File: src/rtl/alink_pkg.sv
package alink_pkg;

  // Position of the valid flag of data slot k inside the tag word.
  function automatic int flag_bit(input int tag_w, input int k);
    return tag_w - 1 - k;
  endfunction

  // Number of low tag bits that carry no meaning.
  function automatic int ign_bits(input int tag_w, input int num_slots);
    return tag_w - 1 - num_slots;
  endfunction

  // Width wide enough for a bit position inside the longest slot.
  function automatic int pos_width(input int tag_w, input int slot_w);
    return (tag_w > slot_w) ? $clog2(tag_w) : $clog2(slot_w);
  endfunction

endpackage

File: src/rtl/alink_edge_sync.sv
module alink_edge_sync #(
  parameter int STAGES = 2
) (
  input  logic clk,
  input  logic rst,
  input  logic bit_clk,
  input  logic sync_in,
  input  logic sdata_in,
  output logic smp_stb,
  output logic smp_bit,
  output logic smp_sync
);

  // All three lines share one chain so they stay aligned to each other.
  logic [STAGES-1:0][2:0] chain_q;
  logic                   bclk_prev_q;
  logic [2:0]             cur;
  logic                   fall;

  assign cur  = chain_q[STAGES-1];
  assign fall = bclk_prev_q & ~cur[2];

  always_ff @(posedge clk) begin
    if (rst) begin
      chain_q     <= '0;
      bclk_prev_q <= 1'b0;
      smp_stb     <= 1'b0;
      smp_bit     <= 1'b0;
      smp_sync    <= 1'b0;
    end else begin
      chain_q     <= {chain_q[STAGES-2:0], {bit_clk, sync_in, sdata_in}};
      bclk_prev_q <= cur[2];
      smp_stb     <= fall;
      if (fall) begin
        smp_bit  <= cur[0];
        smp_sync <= cur[1];
      end
    end
  end

  // One sample per bit period: a falling edge cannot repeat on the next clock.
  assert_single_sample_R2: assert property (@(posedge clk) disable iff (rst)
    smp_stb |=> !smp_stb);

endmodule

File: src/rtl/alink_frame_ctr.sv
module alink_frame_ctr #(
  parameter int TAG_W     = 16,
  parameter int SLOT_W    = 20,
  parameter int NUM_SLOTS = 12,
  parameter int SID_W     = $clog2(NUM_SLOTS + 1)
) (
  input  logic             clk,
  input  logic             rst,
  input  logic             smp_stb,
  input  logic             smp_bit,
  input  logic             smp_sync,
  output logic             bit_stb,
  output logic             bit_val,
  output logic [SID_W-1:0] bit_slot,
  output logic             bit_eos,
  output logic             bit_eof,
  output logic             frame_err
);

  localparam int PW = alink_pkg::pos_width(TAG_W, SLOT_W);

  logic             sync_prev_q;
  logic             open_q;
  logic [SID_W-1:0] slot_q;
  logic [PW-1:0]    pos_q;
  logic             rise;
  logic             at_slot_end;
  logic             at_frame_end;

  assign rise         = smp_sync & ~sync_prev_q;
  assign at_slot_end  = (slot_q == '0) ? (pos_q == PW'(TAG_W - 1))
                                       : (pos_q == PW'(SLOT_W - 1));
  assign at_frame_end = (slot_q == SID_W'(NUM_SLOTS)) && (pos_q == PW'(SLOT_W - 1));

  always_ff @(posedge clk) begin
    if (rst) begin
      sync_prev_q <= 1'b0;
      open_q      <= 1'b0;
      slot_q      <= '0;
      pos_q       <= '0;
      bit_stb     <= 1'b0;
      bit_val     <= 1'b0;
      bit_slot    <= '0;
      bit_eos     <= 1'b0;
      bit_eof     <= 1'b0;
      frame_err   <= 1'b0;
    end else begin
      bit_stb   <= 1'b0;
      bit_eos   <= 1'b0;
      bit_eof   <= 1'b0;
      frame_err <= 1'b0;
      if (smp_stb) begin
        sync_prev_q <= smp_sync;
        bit_stb     <= open_q;
        bit_val     <= smp_bit;
        bit_slot    <= slot_q;
        bit_eos     <= open_q & at_slot_end;
        bit_eof     <= open_q & at_frame_end;
        if (rise) begin
          frame_err <= open_q & ~at_frame_end;
          open_q    <= 1'b1;
          slot_q    <= '0;
          pos_q     <= '0;
        end else if (open_q) begin
          if (at_frame_end) begin
            open_q <= 1'b0;
            slot_q <= '0;
            pos_q  <= '0;
          end else if (at_slot_end) begin
            slot_q <= slot_q + 1'b1;
            pos_q  <= '0;
          end else begin
            pos_q <= pos_q + 1'b1;
          end
        end
      end
    end
  end

  assert_slot_range_R4: assert property (@(posedge clk) disable iff (rst)
    (slot_q <= SID_W'(NUM_SLOTS)) && ((slot_q == '0) ? (pos_q < PW'(TAG_W)) : (pos_q < PW'(SLOT_W))));

  // After an early sync the counters stand at the start of a fresh frame.
  assert_err_realign_R8: assert property (@(posedge clk) disable iff (rst)
    frame_err |-> (open_q && slot_q == '0 && pos_q == '0));

  assert_eof_last_slot_R6: assert property (@(posedge clk) disable iff (rst)
    bit_eof |-> (bit_eos && bit_stb && bit_slot == SID_W'(NUM_SLOTS)));

endmodule

File: src/rtl/alink_slot_deser.sv
module alink_slot_deser #(
  parameter int TAG_W     = 16,
  parameter int SLOT_W    = 20,
  parameter int NUM_SLOTS = 12,
  parameter int SID_W     = $clog2(NUM_SLOTS + 1)
) (
  input  logic                        clk,
  input  logic                        rst,
  input  logic                        bit_stb,
  input  logic                        bit_val,
  input  logic [SID_W-1:0]            bit_slot,
  input  logic                        bit_eos,
  input  logic                        bit_eof,
  output logic                        word_stb,
  output logic [SID_W-1:0]            word_id,
  output logic [SLOT_W-1:0]           word_data,
  output logic [TAG_W-1:0]            tag_q,
  output logic [NUM_SLOTS*SLOT_W-1:0] words_q,
  output logic                        frame_done
);

  logic [SLOT_W-1:0] sh_q;
  logic [SLOT_W-1:0] sh_nx;
  logic              slot_end;
  logic              flag_cur;

  assign sh_nx    = {sh_q[SLOT_W-2:0], bit_val};
  assign slot_end = bit_stb & bit_eos;

  function automatic logic flag_of(input logic [TAG_W-1:0] t, input logic [SID_W-1:0] s);
    logic r;
    r = 1'b0;
    for (int k = 1; k <= NUM_SLOTS; k++) begin
      if (s == SID_W'(k)) r = t[alink_pkg::flag_bit(TAG_W, k)];
    end
    return r;
  endfunction

  assign flag_cur = flag_of(tag_q, bit_slot);

  always_ff @(posedge clk) begin
    if (rst) begin
      sh_q       <= '0;
      tag_q      <= '0;
      word_stb   <= 1'b0;
      word_id    <= '0;
      word_data  <= '0;
      frame_done <= 1'b0;
    end else begin
      word_stb   <= 1'b0;
      frame_done <= bit_stb & bit_eof;
      if (bit_stb) sh_q <= sh_nx;
      if (slot_end && bit_slot == '0) tag_q <= sh_nx[TAG_W-1:0];
      if (slot_end && bit_slot != '0 && flag_cur) begin
        word_stb  <= 1'b1;
        word_id   <= bit_slot;
        word_data <= sh_nx;
      end
    end
  end

  // One register per slot holds the gated word until the frame is reported.
  for (genvar k = 1; k <= NUM_SLOTS; k++) begin : g_store
    always_ff @(posedge clk) begin
      if (rst) begin
        words_q[(k-1)*SLOT_W +: SLOT_W] <= '0;
      end else if (slot_end && bit_slot == SID_W'(k)) begin
        words_q[(k-1)*SLOT_W +: SLOT_W] <= flag_cur ? sh_nx : '0;
      end
    end
  end

  assert_word_flag_R5: assert property (@(posedge clk) disable iff (rst)
    word_stb |-> (word_id != '0 && word_id <= SID_W'(NUM_SLOTS) && flag_of(tag_q, word_id)));

  assert_word_pulse_R5: assert property (@(posedge clk) disable iff (rst)
    word_stb |=> !word_stb);

endmodule

File: src/rtl/alink_frame_out.sv
module alink_frame_out #(
  parameter int TAG_W     = 16,
  parameter int SLOT_W    = 20,
  parameter int NUM_SLOTS = 12,
  parameter int IDX_W     = 7,
  parameter int IDX_LSB   = 12
) (
  input  logic                            clk,
  input  logic                            rst,
  input  logic                            frame_done,
  input  logic [TAG_W-1:0]                tag_in,
  input  logic [NUM_SLOTS*SLOT_W-1:0]     words_in,
  output logic                            frame_stb,
  output logic [TAG_W-1:0]                frame_tag,
  output logic [IDX_W-1:0]                stat_idx,
  output logic [SLOT_W-1:0]               stat_data,
  output logic [(NUM_SLOTS-2)*SLOT_W-1:0] pcm_words
);

  localparam int IGN_W = alink_pkg::ign_bits(TAG_W, NUM_SLOTS);

  logic unused_bits;
  assign unused_bits = ^{tag_in[IGN_W-1:0], words_in[SLOT_W-1:IDX_LSB+IDX_W],
                         words_in[IDX_LSB-1:0]};

  always_ff @(posedge clk) begin
    if (rst) begin
      frame_stb <= 1'b0;
      frame_tag <= '0;
      stat_idx  <= '0;
      stat_data <= '0;
      pcm_words <= '0;
    end else begin
      frame_stb <= frame_done;
      if (frame_done) begin
        frame_tag <= {tag_in[TAG_W-1:IGN_W], {IGN_W{1'b0}}};
        stat_idx  <= words_in[IDX_LSB +: IDX_W];
        stat_data <= words_in[SLOT_W +: SLOT_W];
        pcm_words <= words_in[NUM_SLOTS*SLOT_W-1 : 2*SLOT_W];
      end
    end
  end

  assert_frame_pulse_R6: assert property (@(posedge clk) disable iff (rst)
    frame_stb |=> !frame_stb);

  assert_frame_hold_R6: assert property (@(posedge clk) disable iff (rst)
    !frame_done |=> $stable(pcm_words) && $stable(frame_tag));

endmodule

File: src/rtl/alink_rx.sv
module alink_rx #(
  parameter int TAG_W       = 16,
  parameter int SLOT_W      = 20,
  parameter int NUM_SLOTS   = 12,
  parameter int SYNC_STAGES = 2,
  parameter int IDX_W       = 7,
  parameter int IDX_LSB     = 12,
  parameter int SID_W       = $clog2(NUM_SLOTS + 1)
) (
  input  logic                            clk,
  input  logic                            rst,
  input  logic                            bit_clk,
  input  logic                            sync_in,
  input  logic                            sdata_in,
  output logic                            slot_stb,
  output logic [SID_W-1:0]                slot_id,
  output logic [SLOT_W-1:0]               slot_word,
  output logic                            frame_stb,
  output logic [TAG_W-1:0]                frame_tag,
  output logic [IDX_W-1:0]                stat_idx,
  output logic [SLOT_W-1:0]               stat_data,
  output logic [(NUM_SLOTS-2)*SLOT_W-1:0] pcm_words,
  output logic                            frame_err
);

  logic                        smp_stb, smp_bit, smp_sync;
  logic                        bit_stb, bit_val, bit_eos, bit_eof;
  logic [SID_W-1:0]            bit_slot;
  logic [TAG_W-1:0]            tag_q;
  logic [NUM_SLOTS*SLOT_W-1:0] words_q;
  logic                        frame_done;

  alink_edge_sync #(.STAGES(SYNC_STAGES)) u_sync (
    .clk(clk), .rst(rst), .bit_clk(bit_clk), .sync_in(sync_in), .sdata_in(sdata_in),
    .smp_stb(smp_stb), .smp_bit(smp_bit), .smp_sync(smp_sync)
  );

  alink_frame_ctr #(.TAG_W(TAG_W), .SLOT_W(SLOT_W), .NUM_SLOTS(NUM_SLOTS), .SID_W(SID_W)) u_ctr (
    .clk(clk), .rst(rst), .smp_stb(smp_stb), .smp_bit(smp_bit), .smp_sync(smp_sync),
    .bit_stb(bit_stb), .bit_val(bit_val), .bit_slot(bit_slot), .bit_eos(bit_eos),
    .bit_eof(bit_eof), .frame_err(frame_err)
  );

  alink_slot_deser #(.TAG_W(TAG_W), .SLOT_W(SLOT_W), .NUM_SLOTS(NUM_SLOTS), .SID_W(SID_W)) u_deser (
    .clk(clk), .rst(rst), .bit_stb(bit_stb), .bit_val(bit_val), .bit_slot(bit_slot),
    .bit_eos(bit_eos), .bit_eof(bit_eof), .word_stb(slot_stb), .word_id(slot_id),
    .word_data(slot_word), .tag_q(tag_q), .words_q(words_q), .frame_done(frame_done)
  );

  alink_frame_out #(.TAG_W(TAG_W), .SLOT_W(SLOT_W), .NUM_SLOTS(NUM_SLOTS),
                    .IDX_W(IDX_W), .IDX_LSB(IDX_LSB)) u_out (
    .clk(clk), .rst(rst), .frame_done(frame_done), .tag_in(tag_q), .words_in(words_q),
    .frame_stb(frame_stb), .frame_tag(frame_tag), .stat_idx(stat_idx),
    .stat_data(stat_data), .pcm_words(pcm_words)
  );

  assert_err_not_frame_R8: assert property (@(posedge clk) disable iff (rst)
    frame_err |-> !frame_stb);

endmodule

File: config.mk
export PLATFORM = sky130hd
export DESIGN_NAME = alink_rx
export DESIGN_NICKNAME = d
export VERILOG_FILES = /design/src/rtl/alink_pkg.sv /design/src/rtl/alink_edge_sync.sv /design/src/rtl/alink_frame_ctr.sv /design/src/rtl/alink_slot_deser.sv /design/src/rtl/alink_frame_out.sv /design/src/rtl/alink_rx.sv
export SDC_FILE = /design/constraint.sdc
export NUM_CORES = 1
export LEC_CHECK = 0
export BUFFER_PORTS_ARGS = -buffer_cell sky130_fd_sc_hd__buf_4
export CORE_AREA = 10 10 227 229
export DETAILED_ROUTE_END_ITERATION = 16
export DIE_AREA = 0 0 237 239
export PLACE_DENSITY = 0.65
export SLEW_MARGIN = 20
export SYNTH_ARGS = -nofsm -noshare
export SYNTH_HDL_FRONTEND = slang
export SYNTH_SLANG_ARGS = --single-unit
File: constraint.sdc
create_clock -name clk -period 5.2 [get_ports clk]
set_input_delay 0.26 -clock clk [delete_from_list [all_inputs] [get_ports clk]]
set_output_delay 0.26 -clock clk [all_outputs]
set_load 0.02 [all_outputs]
==> results of run 1 <==
[state kept, by name, indices dropped and copies added (netlist names), 7 cells and up]
| signal | flops |
|---|---|
| u_out.stat_data | 20 |
| u_deser.sh_q | 19 |
| u_deser.word_data | 20 |
| u_out.frame_tag | 13 |
| u_deser.words_q | 227 |
| u_out.stat_idx | 7 |
| u_deser.tag_q | 13 |
| u_out.pcm_words | 200 |
[through the flow]
stage          instance area [sq um]  setup slack [ns]  hold slack [ns]
2_1_floorplan                  20840             3.199           0.3882
4_1_cts                        24950             1.699           0.1442
3_3_place_gp                   23070             1.894           0.4325
5_1_grt                        24980             1.619           0.1891
6_report                       24980             1.811           0.1421
3_5_place_dp                   23070             1.698           0.4248
[Yosys cell counts (all sizes together) (4+ instances only)]
| cell | n |
|---|---|
| or2 | 4 |
| nand2b | 52 |
| a21oi | 226 |
| nand3 | 17 |
| nor2b | 16 |
| o211ai | 207 |
| buf | 76 |
| inv | 5 |
| ha | 4 |
| nand2 | 238 |
| clkbuf | 141 |
| o21ai | 4 |
| nor2 | 312 |
| dfxtp | 556 |
| mux2i | 293 |
| a22oi | 20 |
[layout make-up]
type,instances,area share
tap,615,0.03080
sequential,556,0.4459
clock buffer,90,0.06846
multi-input combinational,1432,0.3514
inverter,5,0.0007512
clock inverter,11,0.005659
timing repair buffer,313,0.09696
[per-layer routing]
layer  track usage  wire length, microns  vias to the layer above
li1              -                     -                     7909
met1        0.2880                 29010                     8063
met2        0.3509                 30280                      535
met3       0.04240                  4152                       94
met4       0.06138                  1421                        0
met5             0                     0                        -
[logic make-up (layout without fill, tap and decap cells)]
group / count (synthesis) / in the layout / share of synthesized area
and+or+nand+nor: 657 / 657 / 0.1308
DFF: 556 / 556 / 0.5343
AOI/OAI and AO/OA: 467 / 467 / 0.1413
muxes: 296 / 296 / 0.1426
buffers and inverters: 222 / 419 / 0.04636
xor gates and xnor gates: 5 / 5 / 0.002102
adders and majority gates: 4 / 4 / 0.002402
other: 1 / 3 / 0.0001800
[power by group through the flow]
stage	clock (W)	sequential [W]	combinational [W]
2_1_floorplan	0	0.00436	0.0000696
4_1_cts	0.00413	0.00426	0.0000858
5_1_grt	0.00429	0.00426	0.0000932
3_5_place_dp	0	0.00436	0.0000836
3_3_place_gp	0	0.00436	0.0000833
6_report	0.00406	0.00426	0.0000860
[worst paths after layout]
check / startpoint / end / slack (ns) / cells past startpoint
worst min register to register: u_sync.chain_q[0] / u_sync.cur[0] / 0.44 / 1
worst max register to register: u_ctr.bit_slot[1] / u_deser.words_q[179] / 1.81 / 6
worst min-delay path: rst / u_out.pcm_words[41] / 0.14 / 2
worst max-delay path: u_ctr.bit_slot[1] / u_deser.words_q[179] / 1.81 / 6
[timing repair]
action                                 4_1_cts  5_1_grt
hold buffers                                 3        0
setup endpoints to repair                    0        0
endpoints found under the hold margin        3        0
resized for setup                            0        0
setup buffers                                0        0
[worst max-delay path, stage by stage (launching register included)]
cell      delay [ns]
dfxtp_1         0.77
mux2i_1         0.16
o21ai_0         0.34
o221a_4         0.90
buf_12          0.53
o211ai_1        0.21
a21oi_1         0.21
==> reports/qor.txt, run 1 <==
area leader, netlist - dfxtp_1
Starting Density - 0.4419
DR DRC count - 0
Antenna Nets Post-Route - 0
First-pass DRT Iterations - 5
Die Width - 237 microns
largest cells by area after synthesis - dfxtp_1, mux2i_1, o211ai_1, nor2_1, a21oi_1
share of layout cells above drive strength 1 - 0.1716
Unique masters post-synth - 41
Slew Limit Fails - 0
status - finished clean
FP Rows - 80
MaxCap Viol Count - 0
vias in the first global route - 15867
Vias - 16601
CTS Sinks - 556
Syn Area/Cell - 9.436 sq um
GR Overflow Total - 0
Tcrit/Tclk final - 0.6517
Logic pwr share - 0.010
root buffer cell - clkbuf_16
Clk Latency, worst-skew pair - 0.62 ns
CP Max Fanout - 137
clock-pin slew on the worst setup and hold paths - 0.06 ns
relative slew slack - 0.1844
NumNets Final - 2373
synth warn - 0
RSZ-0062 raised after global routing - false
first-pass GRT wire length - 96980 microns
Cells after Synth - 2208
switching power - 0.001742 W
CTS tree - done
clock power share - 0.483
Pleak - 8.681 nW
Synth Flop Type - dfxtp_1
Antenna Cells - 0
Routed WL - 64870 microns
commonest non-fill, non-tap cell in the layout - dfxtp_1
Final Util - 0.5299
sequential-to-total area share from yosys stat - 0.5343
Peak VDD IR - 0.2223 mV
Tot Pwr - 0.008404 W
Worst Hold Class - in2reg
crit path DAT - 3.91 ns
Yosys top cell area share - 0.5343
FF+latch count, synth - 556
wire per inst - 21.46 microns
Longest Clk Path Bufs - 3
post-route insts no fill - 3022
startpoint types - flip-flop
H-Tree Depth - 2
Die Ht - 239 microns
CP required - 5.72 ns
HPWL after DPL - 39450 microns
die area - 56640 sq um
Final Hold Viols - 0
Seq pwr share - 0.507
largest net degree at the start of global routing - 204
area of the multi-input gates - 8780 sq um
PortBufs - 271
Post-synth ARST share - 0
Pwr per Cell Area - 336.4 nW/um^2
Layout Skew - 0.02776 ns
number of flops mapped to enable cells by yosys - 0
routability cong. - 0.8059
Placed Instances - 2917
Reg area - 11140 sq um
total core area - 47150 sq um
Layout fillers - 4198
Power Internal - 0.006662 W
area grow syn2layout - 19.91%
WS Path Type - reg2reg
Setup Viol. Count Final - 0
Period minus WS final - 3.389 ns
Vias/cell - 5.493
Worst setup EP type - flip-flop
setup TNS - 0 ns
Num CTS Buffers - 56
Initial DRC Count - 1443
initial antenna violation count - 0
overall routing resource usage - 0.2166
most frequent cells in the layout - dfxtp_1, nor2_1, buf_4
# IOs - 275
switch share - 0.2072
Slew @ Worst Pin - 1.222 ns
mapped cell area - 20830 sq um
FMAX - 295.1 MHz
(Power assumes the default switching activity.)
==> run 2, diff against run 1 <==
--- a/config.mk
+++ b/config.mk
@@ -9,7 +9,7 @@
 export CORE_AREA = 10 10 227 229
 export DETAILED_ROUTE_END_ITERATION = 16
 export DIE_AREA = 0 0 237 239
-export PLACE_DENSITY = 0.65
+export PLACE_DENSITY = 0.68
 export SLEW_MARGIN = 20
 export SYNTH_ARGS = -nofsm -noshare
 export SYNTH_HDL_FRONTEND = slang
==> constraint.sdc (replaced) <==
create_clock -name clk -period 3.1 [get_ports clk]
set_input_delay 0.155 -clock clk [delete_from_list [all_inputs] [get_ports clk]]
set_output_delay 0.155 -clock clk [all_outputs]
set_load 0.02 [all_outputs]
==> reports/qor.txt, run 2 (synthesis gave the netlist of run 1 again) <==
Tcrit/Tclk final - 0.9124
area grow syn2layout - 20.63%
WL met1 - 28180 microns
Power Internal - 0.01137 W
initial antenna violation count - 0
Layout fillers - 4144
dpl cell area - 23170 sq um
Largest register FFs - 227
Pwr per Cell Area - 570.5 nW/um^2
PortBufs - 271
total core area - 47150 sq um
MaxCap Viol Count - 0
clock-pin slew on the worst setup and hold paths - 0.06 ns
H-Tree Depth - 2
first-pass GRT wire length - 97560 microns
Final Hold Viols - 0
Worst setup EP type - flip-flop
switch share - 0.2068
# IOs - 275
setup TNS - 0 ns
setup ws final - 0.2715 ns
Worst Hold Class - in2reg
most frequent cells in the layout - dfxtp_1, nor2_1, buf_4
FP Rows - 80
Final Util - 0.5331
# Post-CTS Setup Buffers - 0
Routed WL - 63740 microns
wire length on met2 - 29350 microns
DR DRC count - 0
Die Ht - 239 microns
Clk Latency, worst-skew pair - 0.61 ns
Starting Density - 0.4419
vias in the first global route - 16165
relative slew slack - 0.1958
Max Used Layer - met4
FMAX - 353.5 MHz
largest net degree at the start of global routing - 208
clock power share - 0.490
Setup Viol. Count Final - 0
switching power - 0.002964 W
Post-Layout Inst Area - 25130 sq um
Pleak - 8.747 nW
Slew Limit Fails - 0
overall routing resource usage - 0.2159
NumNets Final - 2376
Largest regs - u_deser.words_q (227), u_out.pcm_words (200)
routability cong. - 0.8266
CTS resizes - 0
RSZ-0062 raised after global routing - false
startpoint types - flip-flop
hold buffers post-CTS - 4
Reg2Reg Depth - 6
Slew @ Worst Pin - 1.205 ns
Longest Clk Path Bufs - 3
Reg with most FFs - u_deser.words_q
CTS Sinks - 556
CP max stage cell - dfxtp_1
Antenna Nets Post-Route - 0
Die Width - 237 microns
HPWL after DPL - 39370 microns
status - finished clean
commonest non-fill, non-tap cell in the layout - dfxtp_1
Layout Skew - 0.01672 ns
Peak VDD IR - 0.3872 mV
GR Overflow Total - 0
First-pass DRT Iterations - 5
R2R setup slack - 0.27 ns
FF-to-FF Start - u_ctr.bit_slot[1]
Logic pwr share - 0.011
CP required - 3.63 ns
die area - 56640 sq um
Num CTS Buffers - 55
Worst Hold End - u_sync.chain_q[2]
crit-path max cell delay - 0.61 ns
Vias - 16681
WHS Path Cells - 3
beginning of the worst hold path - bit_clk
wire per inst - 21.06 microns
crit path DAT - 3.36 ns
Antenna Cells - 0
CP Cell Sequence - nor2b_1 > a221o_1 > a32o_4 > buf_12 > o211ai_1 > a21oi_1
WL met3 - 4537 microns
WS Path Type - reg2reg
Seq pwr share - 0.499
Vias/cell - 5.513
root buffer cell - clkbuf_16
Initial DRC Count - 1707
CTS tree - done
Period minus WS final - 2.829 ns
worst slack at placement - 0.4732 ns
reg-to-reg endpoint - u_deser.words_q[45]
CP Max Fanout - 207
share of layout cells above drive strength 1 - 0.1759
## run 2: area by class of cell
class                      instances  area [sq um]  area share
clock inverter                    27         357.8     0.01424
sequential                       556         11140      0.4432
inverter                           5         18.77   0.0007468
clock buffer                      74          1558     0.06198
tap                              615         769.5     0.03062
timing repair buffer             317          2510     0.09987
multi-input combinational       1432          8778      0.3493
## run 2: worst max-delay path by stage
stage / start / to / depth (start not counted)
3_3_place_gp: u_ctr.bit_slot[0] / u_deser.words_q[150] / 7
6_report: u_ctr.bit_slot[1] / u_deser.words_q[45] / 6
3_5_place_dp: u_ctr.bit_slot[1] / u_deser.words_q[200] / 6
2_1_floorplan: u_ctr.bit_slot[0] / u_deser.words_q[41] / 9
5_1_grt: u_ctr.bit_slot[1] / u_deser.words_q[83] / 6
4_1_cts: u_ctr.bit_slot[1] / u_deser.words_q[86] / 6
## run 2: power groups by stage
| stage | clock network [W] | registers, W | logic, W |
|---|---|---|---|
| 6_report | 0.00703 | 0.00715 | 0.000157 |
| 5_1_grt | 0.00744 | 0.00714 | 0.000170 |
| 4_1_cts | 0.00714 | 0.00715 | 0.000156 |
| 3_5_place_dp | 0 | 0.00731 | 0.000151 |
| 3_3_place_gp | 0 | 0.00731 | 0.000150 |
| 2_1_floorplan | 0 | 0.00731 | 0.000117 |
## run 2: layer usage
layer,vias up,track usage
li1,7908,-
met1,8102,0.2880
met2,570,0.3427
met3,101,0.04401
met4,0,0.07199
met5,-,0
## run 2: worst max-delay path: cells and delay by family, from the launching register on
family	cells	cell delay [ns]
AOI/OAI and AO/OA	4	0.90
buffers and inverters	1	0.59
DFF	1	0.61
and+or+nand+nor	1	0.40
## run 2: stage by stage
step / hold WS (ns) / cells / total power, W
after CTS: 0.2942 / 3026 / 0.01445
after floorplan: 0.2832 / 2210 / 0.007425
after detailed placement: 0.3827 / 2921 / 0.007459
after global routing: 0.3411 / 3026 / 0.01475
after global placement: 0.3746 / 2921 / 0.007458
final: 0.3335 / 3026 / 0.01434
